`src/rtl/pcu_pkg.sv`:
```
package pcu_pkg;

    localparam int unsigned PC_W_DEF      = 13;
    localparam int unsigned TGT_W_DEF     = 11;
    localparam int unsigned LOW_W_DEF     = 8;
    localparam int unsigned STK_DEPTH_DEF = 8;

    typedef enum logic [1:0] {
        NXT_SEQ,
        NXT_PAGE_JMP,
        NXT_LOW_JMP,
        NXT_POP
    } nxt_src_e;

    typedef struct packed {
        logic call;
        logic go;
        logic ret;
        logic retlw;
        logic pcl_wr;
    } strobes_t;

    // Fixed priority: any return, then call, then jump, then low-byte write.
    function automatic nxt_src_e pick_src(strobes_t s);
        if (s.ret || s.retlw)     return NXT_POP;
        else if (s.call || s.go)  return NXT_PAGE_JMP;
        else if (s.pcl_wr)        return NXT_LOW_JMP;
        else                      return NXT_SEQ;
    endfunction

endpackage

```
`src/rtl/pcu_next_sel.sv`:
```
module pcu_next_sel
    import pcu_pkg::*;
#(
    parameter int unsigned PC_W  = PC_W_DEF,
    parameter int unsigned TGT_W = TGT_W_DEF,
    parameter int unsigned LOW_W = LOW_W_DEF,
    localparam int unsigned HI_J  = PC_W - TGT_W,
    localparam int unsigned LAT_W = PC_W - LOW_W
) (
    input  strobes_t           stb,
    input  logic [PC_W-1:0]    cur_pc,
    input  logic [TGT_W-1:0]   jmp_target,
    input  logic [LAT_W-1:0]   page_latch,
    input  logic [LOW_W-1:0]   pcl_wdata,
    input  logic [PC_W-1:0]    pop_addr,
    output logic [PC_W-1:0]    nxt_pc,
    output logic [PC_W-1:0]    ret_addr,
    output logic               push,
    output logic               pop,
    output logic               taken,
    output logic               lit_ret
);

    nxt_src_e src;

    always_comb begin
        src      = pick_src(stb);
        ret_addr = cur_pc + PC_W'(1);
        push     = (src == NXT_PAGE_JMP) && stb.call;
        pop      = (src == NXT_POP);
        lit_ret  = (src == NXT_POP) && stb.retlw;
        taken    = (src != NXT_SEQ);
        unique case (src)
            NXT_PAGE_JMP: nxt_pc = {page_latch[LAT_W-1 -: HI_J], jmp_target};
            NXT_LOW_JMP:  nxt_pc = {page_latch, pcl_wdata};
            NXT_POP:      nxt_pc = pop_addr;
            default:      nxt_pc = ret_addr;
        endcase
    end

endmodule

```
`src/rtl/pcu_ret_stack.sv`:
```
module pcu_ret_stack #(
    parameter int unsigned AW    = 13,
    parameter int unsigned DEPTH = 8,
    localparam int unsigned PTR_W = $clog2(DEPTH)
) (
    input  logic          clk,
    input  logic          rst,
    input  logic          push,
    input  logic          pop,
    input  logic [AW-1:0] push_addr,
    output logic [AW-1:0] top_addr
);

    logic [PTR_W-1:0] sp_q;
    logic [AW-1:0]    ent_q [DEPTH];
    logic [DEPTH-1:0] wr_en;

    genvar gi;
    generate
        for (gi = 0; gi < DEPTH; gi++) begin : g_wen
            assign wr_en[gi] = push && (sp_q == PTR_W'(gi));
        end
    endgenerate

    always_ff @(posedge clk) begin
        if (rst) begin
            sp_q <= '0;
            for (int i = 0; i < DEPTH; i++) ent_q[i] <= '0;
        end else begin
            for (int i = 0; i < DEPTH; i++)
                if (wr_en[i]) ent_q[i] <= push_addr;
            if (push)     sp_q <= sp_q + PTR_W'(1);
            else if (pop) sp_q <= sp_q - PTR_W'(1);
        end
    end

    assign top_addr = ent_q[sp_q - PTR_W'(1)];


    push_then_top_chk: assert property (@(posedge clk) disable iff (rst)
        push |=> (top_addr == $past(push_addr)));


    no_push_pop_clash_chk: assert property (@(posedge clk) disable iff (rst)
        !(push && pop));

endmodule

```
`src/rtl/pcu_fetch_addr.sv`:
```
module pcu_fetch_addr
    import pcu_pkg::*;
#(
    parameter int unsigned PC_W      = PC_W_DEF,
    parameter int unsigned TGT_W     = TGT_W_DEF,
    parameter int unsigned LOW_W     = LOW_W_DEF,
    parameter int unsigned STK_DEPTH = STK_DEPTH_DEF,
    localparam int unsigned LAT_W    = PC_W - LOW_W
) (
    input  logic              clk,
    input  logic              rst,
    input  logic              call_stb,
    input  logic              goto_stb,
    input  logic              ret_stb,
    input  logic              retlw_stb,
    input  logic              pcl_wr_stb,
    input  logic [TGT_W-1:0]  jmp_target,
    input  logic [LAT_W-1:0]  page_latch,
    input  logic [LOW_W-1:0]  pcl_wdata,
    input  logic [LOW_W-1:0]  ret_literal,
    output logic [PC_W-1:0]   fetch_addr,
    output logic              flush,
    output logic              w_load,
    output logic [LOW_W-1:0]  w_data
);

    strobes_t          stb;
    logic [PC_W-1:0]   pc_q, nxt_pc, ret_addr, top_addr;
    logic              push, pop, taken, lit_ret;
    logic              flush_q, wl_q;
    logic [LOW_W-1:0]  wd_q;

    assign stb = '{call: call_stb, go: goto_stb, ret: ret_stb,
                   retlw: retlw_stb, pcl_wr: pcl_wr_stb};

    pcu_next_sel #(.PC_W(PC_W), .TGT_W(TGT_W), .LOW_W(LOW_W)) u_sel (
        .stb        (stb),
        .cur_pc     (pc_q),
        .jmp_target (jmp_target),
        .page_latch (page_latch),
        .pcl_wdata  (pcl_wdata),
        .pop_addr   (top_addr),
        .nxt_pc     (nxt_pc),
        .ret_addr   (ret_addr),
        .push       (push),
        .pop        (pop),
        .taken      (taken),
        .lit_ret    (lit_ret)
    );

    pcu_ret_stack #(.AW(PC_W), .DEPTH(STK_DEPTH)) u_stk (
        .clk       (clk),
        .rst       (rst),
        .push      (push),
        .pop       (pop),
        .push_addr (ret_addr),
        .top_addr  (top_addr)
    );

    always_ff @(posedge clk) begin
        if (rst) begin
            pc_q    <= '0;
            flush_q <= 1'b0;
            wl_q    <= 1'b0;
            wd_q    <= '0;
        end else begin
            pc_q    <= nxt_pc;
            flush_q <= taken;
            wl_q    <= lit_ret;
            if (lit_ret) wd_q <= ret_literal;
        end
    end

    assign fetch_addr = pc_q;
    assign flush      = flush_q;
    assign w_load     = wl_q;
    assign w_data     = wd_q;


    seq_step_chk: assert property (@(posedge clk) disable iff (rst)
        !(call_stb || goto_stb || ret_stb || retlw_stb || pcl_wr_stb)
        |=> (fetch_addr == $past(fetch_addr) + PC_W'(1)));


    page_jump_chk: assert property (@(posedge clk) disable iff (rst)
        ((call_stb || goto_stb) && !ret_stb && !retlw_stb)
        |=> (fetch_addr == {$past(page_latch[LAT_W-1 -: PC_W-TGT_W]), $past(jmp_target)}));


    low_jump_chk: assert property (@(posedge clk) disable iff (rst)
        (pcl_wr_stb && !call_stb && !goto_stb && !ret_stb && !retlw_stb)
        |=> (fetch_addr == {$past(page_latch), $past(pcl_wdata)}));


    flush_taken_chk: assert property (@(posedge clk) disable iff (rst)
        (call_stb || goto_stb || ret_stb || retlw_stb || pcl_wr_stb) |=> flush);


    wload_chk: assert property (@(posedge clk) disable iff (rst)
        retlw_stb |=> (w_load && w_data == $past(ret_literal)));


    wload_quiet_chk: assert property (@(posedge clk) disable iff (rst)
        !retlw_stb |=> !w_load);

endmodule

```
`config.mk`:
```
export PLATFORM = sky130hd
export DESIGN_NAME = pcu_fetch_addr
export DESIGN_NICKNAME = d
export VERILOG_FILES = /design/src/rtl/pcu_pkg.sv /design/src/rtl/pcu_next_sel.sv /design/src/rtl/pcu_ret_stack.sv /design/src/rtl/pcu_fetch_addr.sv
export SDC_FILE = /design/constraint.sdc
export NUM_CORES = 1
export LEC_CHECK = 0
export CAP_MARGIN = 15
export CORE_MARGIN = 2
export CORE_UTILIZATION = 35
export DETAILED_ROUTE_END_ITERATION = 7
export SLEW_MARGIN = 40
export SYNTH_ARGS = -nofsm -noshare
export SYNTH_HDL_FRONTEND = slang
export SYNTH_SLANG_ARGS = --single-unit
```
`constraint.sdc`:
```
create_clock -name clk -period 3.1 [get_ports clk]
set_clock_uncertainty 0.1 [all_clocks]
set_input_delay 0.62 -clock clk [delete_from_list [all_inputs] [get_ports clk]]
set_output_delay 0.62 -clock clk [all_outputs]
set_load 0.01 [all_outputs]
```
==> summary.md, run 1 <==
| Metric | Value |
|---|---|
| Residual DRC count | 0 |
| Pre-CTS WS | 321 ps |
| RSZ-0062 raised after global routing | no |
| Worst Reg2Reg Path Length in Cells | 6 |
| Routed Antenna Nets | 0 |
| Worst-path fanout max | 8 |
| CORE AREA | 0.0164 sq mm |
| Most common cell after layout, fill and taps aside | edfxtp_1 |
| Vias per std cell | 5.19 |
| Main flop type after synthesis | edfxtp_1 |
| Mapped Area | 0.00582 sq mm |
| Count of final hold-check violations | 0 |
| Antenna cells | 0 |
| Synthesis-stage register bit count | 130 |
| Cts repair resizes | 0 |
| Max clock buf depth | 2 |
| Die width | 133 um |
| Slew HR | 0.621 |
| Hold buffer count at CTS | 0 |
| Syn Inst Count | 442 |
| # rows | 47 |
| Placed Area | 0.00680 sq mm |
| TNS Setup | 0 ps |
| Critical path class | input port to flip-flop |
| Post-Route WL | 14,400 um |
| Area occupied by multi-input gates | 0.00198 sq mm |
| Layout cells sized above 1 | 0.171 |
| GP Congestion | 0.877 |
| Max VDD drop | 0.357 mV |
| Root buf cell | clkbuf_16 |
| Routed vias | 3,897 |
| Final Instance Area | 0.00732 sq mm |
| WP data arrival | 2360 ps |
| DRT iter0 DRCs | 369 |
| Synth cell types | 39 |
| Fillers | 1,485 |
| Num CTS Buffers | 17 |
| Leakage | 2.65 nW |
| PortBufs | 61 |
| Power density over the cells | 631 mW/mm^2 |
| Startpoint Class | input port |
| Grt ovf | 0 |
| First-pass DRT Iterations | 5 |
| Fmax | 0.427 GHz |
| Tcrit/Tclk final | 0.755 |
| WP data required | 3120 ps |
| Commonest cells after routing, fill and taps aside | edfxtp_1, nor2_1, clkdlybuf4s50_1 |
| Antenna violations before repair | 0 |
| Max Cap Violations | 0 |
| Hold path cells | 2 |
| Sequential standard cell area | 0.00364 sq mm |
| Initial Utilization | 0.355 |
| DP HPWL | 10,300 um |
| Seq/Total Area, Yosys | 0.626 |
| Worst-margin pin slew | 568 ps |
| Postcts setup bufs | 0 |
| Worst Hold Class | flip-flop to flip-flop |
| Top-Level Pins | 62 |
| Total die area | 0.0177 sq mm |
| Nature of the critical path endpoint | flip-flop |
| Final setup margin | 759 ps |
| EDFF count, synth | 104 |
| CTS tree | done |
| Syn nets | 489 |
| Htree depth | 4 |
| Drt wl/cell | 19.1 um |
| Avg Cell Area, Syn | 13.2 sq um |
| Gr usage total | 0.172 |
| Global-route wire length before repair | 22,300 um |
| Outcome | completed |
| Largest net degree at the start of global routing | 39 |
| Post-Route Utilization | 0.446 |
| Fin nets | 565 |
| Vias in the first global route | 4,042 |
| Die Y-Extent | 133 um |
| Yosys warns | 0 |
| Area delta synth->final | 25.8% |
| Setup violators final | 0 |
| CTS sink count | 130 |
| Fin crit period | 2340 ps |
| Clock transition at the registers of the reported paths | 50 ps |
| Clk_lat worst skew | 420 ps |
| FFs w/ async S/R, synth | 0 |
| Slew Limit Fails | 0 |
path summary, 6_finish.rpt:
path	endpoint	slack, ps	start
worst max-delay path	u_stk.ent_q[2][4]	760	call_stb
worst min register to register	w_data[0]	400	w_data[0]
worst max register to register	u_stk.ent_q[7][12]	780	fetch_addr[0]
worst min-delay path	w_data[0]	400	w_data[0]
cells in the mapped netlist, types with 2 or more instances:
cell type	count	area (sq um)
o21ai_0	7	35.0
xnor2_1	3	26.3
nand3_1	4	20.0
inv_1	20	75.1
mux4_2	26	586
nor2b_1	5	31.3
a22oi_1	25	188
nor3_1	4	20.0
xor2_1	2	17.5
a21oi_1	2	10.0
nand2_1	8	30.0
nand4_1	3	18.8
buf_2	5	25.0
or3_1	2	12.5
mux2i_1	12	120
buf_1	2	7.51
nand3b_1	11	82.6
buf_4	2	15.0
edfxtp_1	104	3120
ha_1	8	100
nand2b_1	10	62.6
nor4_1	2	12.5
clkbuf_1	23	86.3
dfxtp_1	26	521
o211ai_1	11	82.6
a21o_1	4	30.0
nor2_1	99	372
stage by stage:
stage               hold slack [ps]  power (mW)  cells
floorplan                       432        2.57    442
global placement                379        2.88    719
detailed placement              388        2.90    719
CTS                             405        4.66    751
global route                    441        4.81    751
finish                          403        4.62    751
layer usage:
layer | GRT usage | up-vias | wire length, um
met5 | 0 | - | 0
met3 | 0.0364 | 32 | 808
li1 | - | 1785 | -
met1 | 0.214 | 1912 | 6120
met2 | 0.280 | 168 | 6930
met4 | 0.0926 | 0 | 501
power breakdown:
| group | switching (mW) | total, mW | internal [mW] | leakage, nW |
|---|---|---|---|---|
| clock network | 0.690 | 1.76 | 1.07 | 0.262 |
| registers | 0.0937 | 2.12 | 2.02 | 1.29 |
| logic | 0.394 | 0.745 | 0.352 | 1.10 |
| total | 1.18 | 4.62 | 3.45 | 2.65 |
worst max-delay path, stage by stage:
cell             delay (ps)
clkdlybuf4s50_1         480
or3b_2                  470
nor2_1                  200
nand2_1                 100
nand2b_1                250
buf_4                   240
kinds of logic after synthesis:
| family | after synthesis | synth area share |
|---|---|---|
| XOR/XNOR | 5 | 0.00752 |
| adder cells (fa/ha/maj) | 8 | 0.0172 |
| AO/OA/AOI/OAI | 55 | 0.0692 |
| AND/OR/NAND/NOR | 154 | 0.124 |
| multiplexers | 38 | 0.121 |
| buffers and inverters | 52 | 0.0359 |
| flip-flops | 130 | 0.626 |
final cells by class:
cell class,count,share of cell area
sequential,130,0.498
clock inverter,7,0.00461
multi-input combinational,260,0.270
timing repair buffer,89,0.114
clock buffer,25,0.0663
inverter,20,0.0102
tap,220,0.0376
flip-flops by register name, summed over array words and instances (netlist names):
register	flops
flush	1
w_load	1
fetch_addr	13
u_stk.sp_q	3
w_data	8
u_stk.ent_q	104
No activity file was read; power rests on OpenSTA's default activity.
==> run 2, diff against run 1 <==
==> constraint.sdc (replaced) <==
create_clock -name clk -period 2 [get_ports clk]
set_clock_uncertainty 0.1 [all_clocks]
set_input_delay 0.4 -clock clk [delete_from_list [all_inputs] [get_ports clk]]
set_output_delay 0.4 -clock clk [all_outputs]
set_load 0.01 [all_outputs]
==> summary.md, run 2 (same netlist as run 1, synthesis figures left out) <==
| Metric | Value |
|---|---|
| Leakage | 2.94 nW (was 2.65 nW) |
| First-pass DRT Iterations | 4 (was 5) |
| Vias per std cell | 5.08 (was 5.19) |
| Worst-path fanout max | 3 (was 8) |
| Htree depth | 4 (unchanged) |
| Post-Route Utilization | 0.483 (was 0.446) |
| Hold Worst Slack | 402 ps (was 403 ps) |
| Hold endpoint | w_data[7] (was w_data[0]) |
| Drt wl/cell | 19.1 um (about the same) |
| Residual DRC count | 0 (unchanged) |
| Startpoint Class | flip-flop (was input port) |
| Routed vias | 3,975 (was 3,897) |
| Worst Hold Class | flip-flop to flip-flop (unchanged) |
| Commonest cells after routing, fill and taps aside | edfxtp_1, nor2_1, clkdlybuf4s50_1 (unchanged) |
| Max clock buf depth | 2 (unchanged) |
| Switching Power | 1.93 mW (was 1.18 mW) |
| Fmax | 0.515 GHz |
| R2R Setup Slk | 90 ps (was 780 ps) |
| Die width | 133 um (unchanged) |
| Critical path class | flip-flop to output port (was input port to flip-flop) |
| CORE AREA | 0.0164 sq mm (unchanged) |
| Count of final hold-check violations | 0 (unchanged) |
| Clock share of power | 0.412 (was 0.381) |
| Post-Route WL | 15,000 um (was 14,400 um) |
| Worst-margin pin slew | 383 ps (was 568 ps) |
| Slew Limit Fails | 0 (unchanged) |
| GP Congestion | 0.861 (was 0.877) |
| Gr usage total | 0.175 (was 0.172) |
| Vias in the first global route | 4,133 (was 4,042) |
| Routed Antenna Nets | 0 (unchanged) |
| # rows | 47 (unchanged) |
| Largest reg by FF count | u_stk.ent_q (unchanged) |
| Area delta synth->final | 36.1% (was 25.8%) |
| Max Cap Violations | 0 (unchanged) |
| Tcrit/Tclk final | 0.971 |
| Hold path cells | 2 (unchanged) |
| Grt ovf | 0 (unchanged) |
| Fin crit period | 1940 ps |
| Hold buffer count at CTS | 0 (unchanged) |
| Layout cells sized above 1 | 0.242 (was 0.171) |
| Antenna cells | 0 (unchanged) |
| Most common cell after layout, fill and taps aside | edfxtp_1 (unchanged) |
| Largest register FFs | 104 (unchanged) |
| Worst Reg2Reg Path Length in Cells | 5 (was 6) |
| Clk_lat worst skew | 410 ps (was 420 ps) |
| Root buf cell | clkbuf_16 (unchanged) |
| Switching Share | 0.240 (was 0.255) |
| Hold path start | w_data[7] (was w_data[0]) |
| Clock transition at the registers of the reported paths | 50 ps (about the same) |
| WP data arrival | 1440 ps (was 2360 ps) |
| Antenna violations before repair | 0 (unchanged) |
| Setup violators final | 0 (unchanged) |
| Num CTS Buffers | 17 (unchanged) |
| Largest net degree at the start of global routing | 27 (was 39) |
| Internal power | 6.11 mW (was 3.45 mW) |
| Slew HR | 0.744 (was 0.621) |
| Fin nets | 597 (was 565) |
| Top-Level Pins | 62 (unchanged) |
| Sequential share of power | 0.405 (was 0.458) |
| FF-to-FF Start | u_stk.sp_q[0] (was fetch_addr[0]) |
| Max VDD drop | 0.611 mV (was 0.357 mV) |
| Outcome | completed (unchanged) |
| DP HPWL | 10,400 um (was 10,300 um) |
| DRT iter0 DRCs | 445 (was 369) |
| PortBufs | 61 (unchanged) |
| CTS sink count | 130 (unchanged) |
| Die Y-Extent | 133 um (unchanged) |
| WP data required | 1500 ps (was 3120 ps) |
| RR Endpoint | fetch_addr[12] (was u_stk.ent_q[7][12]) |
| Initial Utilization | 0.355 (unchanged) |
| Combinational share of power | 0.183 (was 0.161) |
| Total die area | 0.0177 sq mm (unchanged) |
| CTS tree | done (unchanged) |
| Power density over the cells | 1010 mW/mm^2 (was 631 mW/mm^2) |
| Nature of the critical path endpoint | output port (was flip-flop) |
| Global-route wire length before repair | 23,100 um (was 22,300 um) |
[run 2: cell types whose count changed in the layout (fill, tap and decap cells not counted), sizes merged]
cell / before / now
clkbuf: 25 / 24
clkinvlp: 0 / 1
bufinv: 0 / 3
clkinv: 7 / 4
buf: 28 / 60
[run 2: repair_timing]
action                                  4_1_cts  5_1_grt
endpoints found under the setup margin        1       91
pin swaps                                     0        3
hold endpoints to repair                      0        0
resized for setup                             1       11
setup buffers                                 0        2
[run 2: metrics by stage]
step	cell area (sq um)	TNS, ps	cells	power, mW	setup slack [ps]
floorplan	5890	0	442	4.02	3.74
CTS	7850	0	781	8.05	2.55
detailed placement	7210	-33790	749	4.75	-344
global route	7930	-19.7	783	8.31	-9.22
global placement	7210	-29750	749	4.73	-339
finish	7930	0	783	8.03	58.9
[run 2: layer usage]
metal  wire length [um]  vias to the layer above  track usage
met2               7560                      130        0.300
met5                  0                        -            0
met4                206                        0       0.0597
li1                   -                     1847            -
met3                933                       19       0.0264
met1               6280                     1979        0.228
[run 2: critical path, stage by stage (launching register included)]
cell             delay (ps)
dfxtp_1                 370
buf_4                   140
clkdlybuf4s50_1         520
[run 2: power groups by stage]
stage | Sequential (mW) | Clock, mW | Combinational, mW
2_1_floorplan | 3.31 | 0 | 0.719
3_3_place_gp | 3.29 | 0 | 1.44
3_5_place_dp | 3.30 | 0 | 1.46
4_1_cts | 3.24 | 3.34 | 1.47
5_1_grt | 3.27 | 3.46 | 1.58
6_report | 3.25 | 3.31 | 1.47
[run 2: final cells by class]
class | count | area (sq um)
Tap cell | 220 | 275
Clock buffer | 24 | 524
Sequential cell | 130 | 3650
Inverter | 20 | 75.1
Fill cell | 1401 | 8480
Timing Repair Buffer | 121 | 1240
Multi-Input combinational cell | 260 | 2050
Clock inverter | 8 | 120
[run 2: how the worst max path moves through the flow]
stage          slack, ps          start            endpoint  cells past startpoint
2_1_floorplan          4  u_stk.sp_q[0]      fetch_addr[11]                      9
3_3_place_gp        -340       call_stb   u_stk.ent_q[1][6]                      6
3_5_place_dp        -340       call_stb  u_stk.ent_q[0][11]                      6
4_1_cts                3  fetch_addr[1]  u_stk.ent_q[3][12]                      7
5_1_grt               -9  fetch_addr[0]  u_stk.ent_q[6][12]                      7
6_report              60  fetch_addr[0]       fetch_addr[0]                      2
==> run 3, diff against run 2 <==
--- a/config.mk
+++ b/config.mk
@@ -6,7 +6,6 @@
 export NUM_CORES = 1
 export LEC_CHECK = 0
 export CAP_MARGIN = 15
-export CORE_MARGIN = 2
 export CORE_UTILIZATION = 35
 export DETAILED_ROUTE_END_ITERATION = 7
 export SLEW_MARGIN = 40
==> summary.md, run 3 (same netlist as run 1, synthesis figures left out) <==
| Metric | Value |
|---|---|
| Outcome | completed (unchanged) |
| Die width | 131 um (was 133 um) |
| Routed Antenna Nets | 0 (unchanged) |
| Largest delay share family, worst path | buffers and inverters (unchanged) |
| Die Y-Extent | 131 um (was 133 um) |
| CTS sink count | 130 (unchanged) |
| Fin nets | 579 (was 597) |
| PortBufs | 61 (unchanged) |
| Residual DRC count | 0 (unchanged) |
| Grt ovf | 0 (unchanged) |
| Slew Limit Fails | 0 (unchanged) |
| Slowest cell on crit path | clkdlybuf4s50_1 (unchanged) |
| Worst Hold Class | flip-flop to flip-flop (unchanged) |
| Critical path class | flip-flop to output port (unchanged) |
| Commonest cells after routing, fill and taps aside | edfxtp_1, nor2_1, clkdlybuf4s50_1 (unchanged) |
| Critical path's largest stage delay | 530 ps (was 520 ps) |
| Clock transition at the registers of the reported paths | 60 ps (was 50 ps) |
| Hold buffer count at CTS | 0 (unchanged) |
| Largest register FFs | 104 (unchanged) |
| Clk_lat worst skew | 410 ps (about the same) |
| Antenna cells | 0 (unchanged) |
| Global-route wire length before repair | 20,900 um (was 23,100 um) |
| Most common cell after layout, fill and taps aside | edfxtp_1 (unchanged) |
| Slew HR | 0.726 (was 0.744) |
| Worst-margin pin slew | 412 ps (was 383 ps) |
| Initial Utilization | 0.363 (was 0.355) |
| First-pass DRT Iterations | 5 (was 4) |
| Gr usage total | 0.167 (was 0.175) |
| Drt wl/cell | 17.6 um (was 19.1 um) |
| Hold Worst Slack | 399 ps (was 402 ps) |
| Leakage | 2.81 nW (was 2.94 nW) |
| TNS Setup | 0 ps (unchanged) |
| WP buf/inv | 2 (unchanged) |
| DP HPWL | 9550 um (was 10,400 um) |
| Fillers | 1,389 (was 1,401) |
| Max clock buf depth | 2 (unchanged) |
| Tcrit/Tclk final | 0.967 (was 0.971) |
| Sequential standard cell area | 0.00365 sq mm (about the same) |
| Setup violators final | 0 (unchanged) |
| Total die area | 0.0172 sq mm (was 0.0177 sq mm) |
| Top-Level Pins | 62 (unchanged) |
| CORE AREA | 0.0161 sq mm (was 0.0164 sq mm) |
| Count of final hold-check violations | 0 (unchanged) |
| Area occupied by multi-input gates | 0.00204 sq mm (was 0.00205 sq mm) |
| Antenna violations before repair | 0 (unchanged) |
| Nature of the critical path endpoint | output port (unchanged) |
| Layout cells sized above 1 | 0.218 (was 0.242) |
| Root buf cell | clkbuf_16 (unchanged) |
| Vias per std cell | 5.06 (was 5.08) |
| Num CTS Buffers | 17 (unchanged) |
| Power, Total | 7.71 mW (was 8.03 mW) |
| Post-Route Utilization | 0.481 (was 0.483) |
| Area delta synth->final | 32.7% (was 36.1%) |
| GP Congestion | 0.761 (was 0.861) |
| Worst-path fanout max | 4 (was 3) |
| WP data required | 1500 ps (about the same) |
| Routed vias | 3,853 (was 3,975) |
| Post-Route WL | 13,400 um (was 15,000 um) |
| DRT iter0 DRCs | 269 (was 445) |
| Power density over the cells | 997 mW/mm^2 (was 1010 mW/mm^2) |
| Largest reg by FF count | u_stk.ent_q (unchanged) |
| Fin crit period | 1930 ps (was 1940 ps) |
| Largest net degree at the start of global routing | 31 (was 27) |
| Max Cap Violations | 0 (unchanged) |
| Final Instance Area | 0.00773 sq mm (was 0.00793 sq mm) |
| Max VDD drop | 0.505 mV (was 0.611 mV) |
| Fmax | 0.517 GHz (was 0.515 GHz) |
| Startpoint Class | flip-flop (unchanged) |
| Vias in the first global route | 3,863 (was 4,133) |
| # rows | 46 (was 47) |
| CTS tree | done (unchanged) |
| WP data arrival | 1430 ps (was 1440 ps) |
| Placed Area | 0.00704 sq mm (was 0.00721 sq mm) |
| CP cell instances | buf_4 > clkdlybuf4s50_1 (unchanged) |
| Htree depth | 4 (unchanged) |
-- run 3: changes by cell type in the layout (fill, tap and decap cells not counted), sizes merged --
cell / change
buf: -18
clkinvlp: +1
clkbuf: -1
-- run 3: final cells by class --
cell class / instances / area share
Clock buffer: 23 / 0.0618
Tap cell: 216 / 0.0350
Sequential cell: 130 / 0.472
Multi-Input combinational cell: 260 / 0.263
Inverter: 20 / 0.00971
Timing Repair Buffer: 103 / 0.141
Clock inverter: 9 / 0.0168
-- run 3: metal layers --
metal	vias to the layer above	wire length (um)	track usage
met4	0	131	0.0548
li1	1810	-	-
met1	1926	6130	0.228
met3	11	579	0.0297
met5	-	0	0
met2	106	6530	0.270
-- run 3: power breakdown --
group,switching [mW],internal (mW)
sequential,0.126,3.14
clock,1.09,2.05
combinational,0.641,0.659
total,1.85,5.85
-- run 3: through the flow --
step,setup slack (ps),instances
after floorplan,3.74,442
after global placement,-346,725
after CTS,0.961,760
after global routing,-7.74,761
final,66.2,761
after detailed placement,-372,725
-- run 3: path summary, 6_finish.rpt --
kind	cells past startpoint	slack [ps]	end	start
setup / recovery	2	70	fetch_addr[2]	fetch_addr[2]
hold / removal	2	400	w_data[6]	w_data[6]
setup reg to reg	5	90	u_stk.ent_q[3][11]	fetch_addr[0]
hold reg to reg	2	400	w_data[6]	w_data[6]
-- run 3: timing repair --
| item | CTS | global route |
|---|---|---|
| pin swaps | 2 | 2 |
| cloned | 0 | 0 |
| endpoints found under the hold margin | 0 | 0 |
| setup buffers | 3 | 1 |
| endpoints found under the setup margin | 9 | 67 |
| gates resized for setup | 6 | 8 |
-- run 3: worst register-to-register path, cell delays in order (launching register included) --
cell and delay (ps):
dfxtp_2 370, nand3_2 170, nor4_2 350, mux2i_1 350
buf_4 240, nor2_1 70
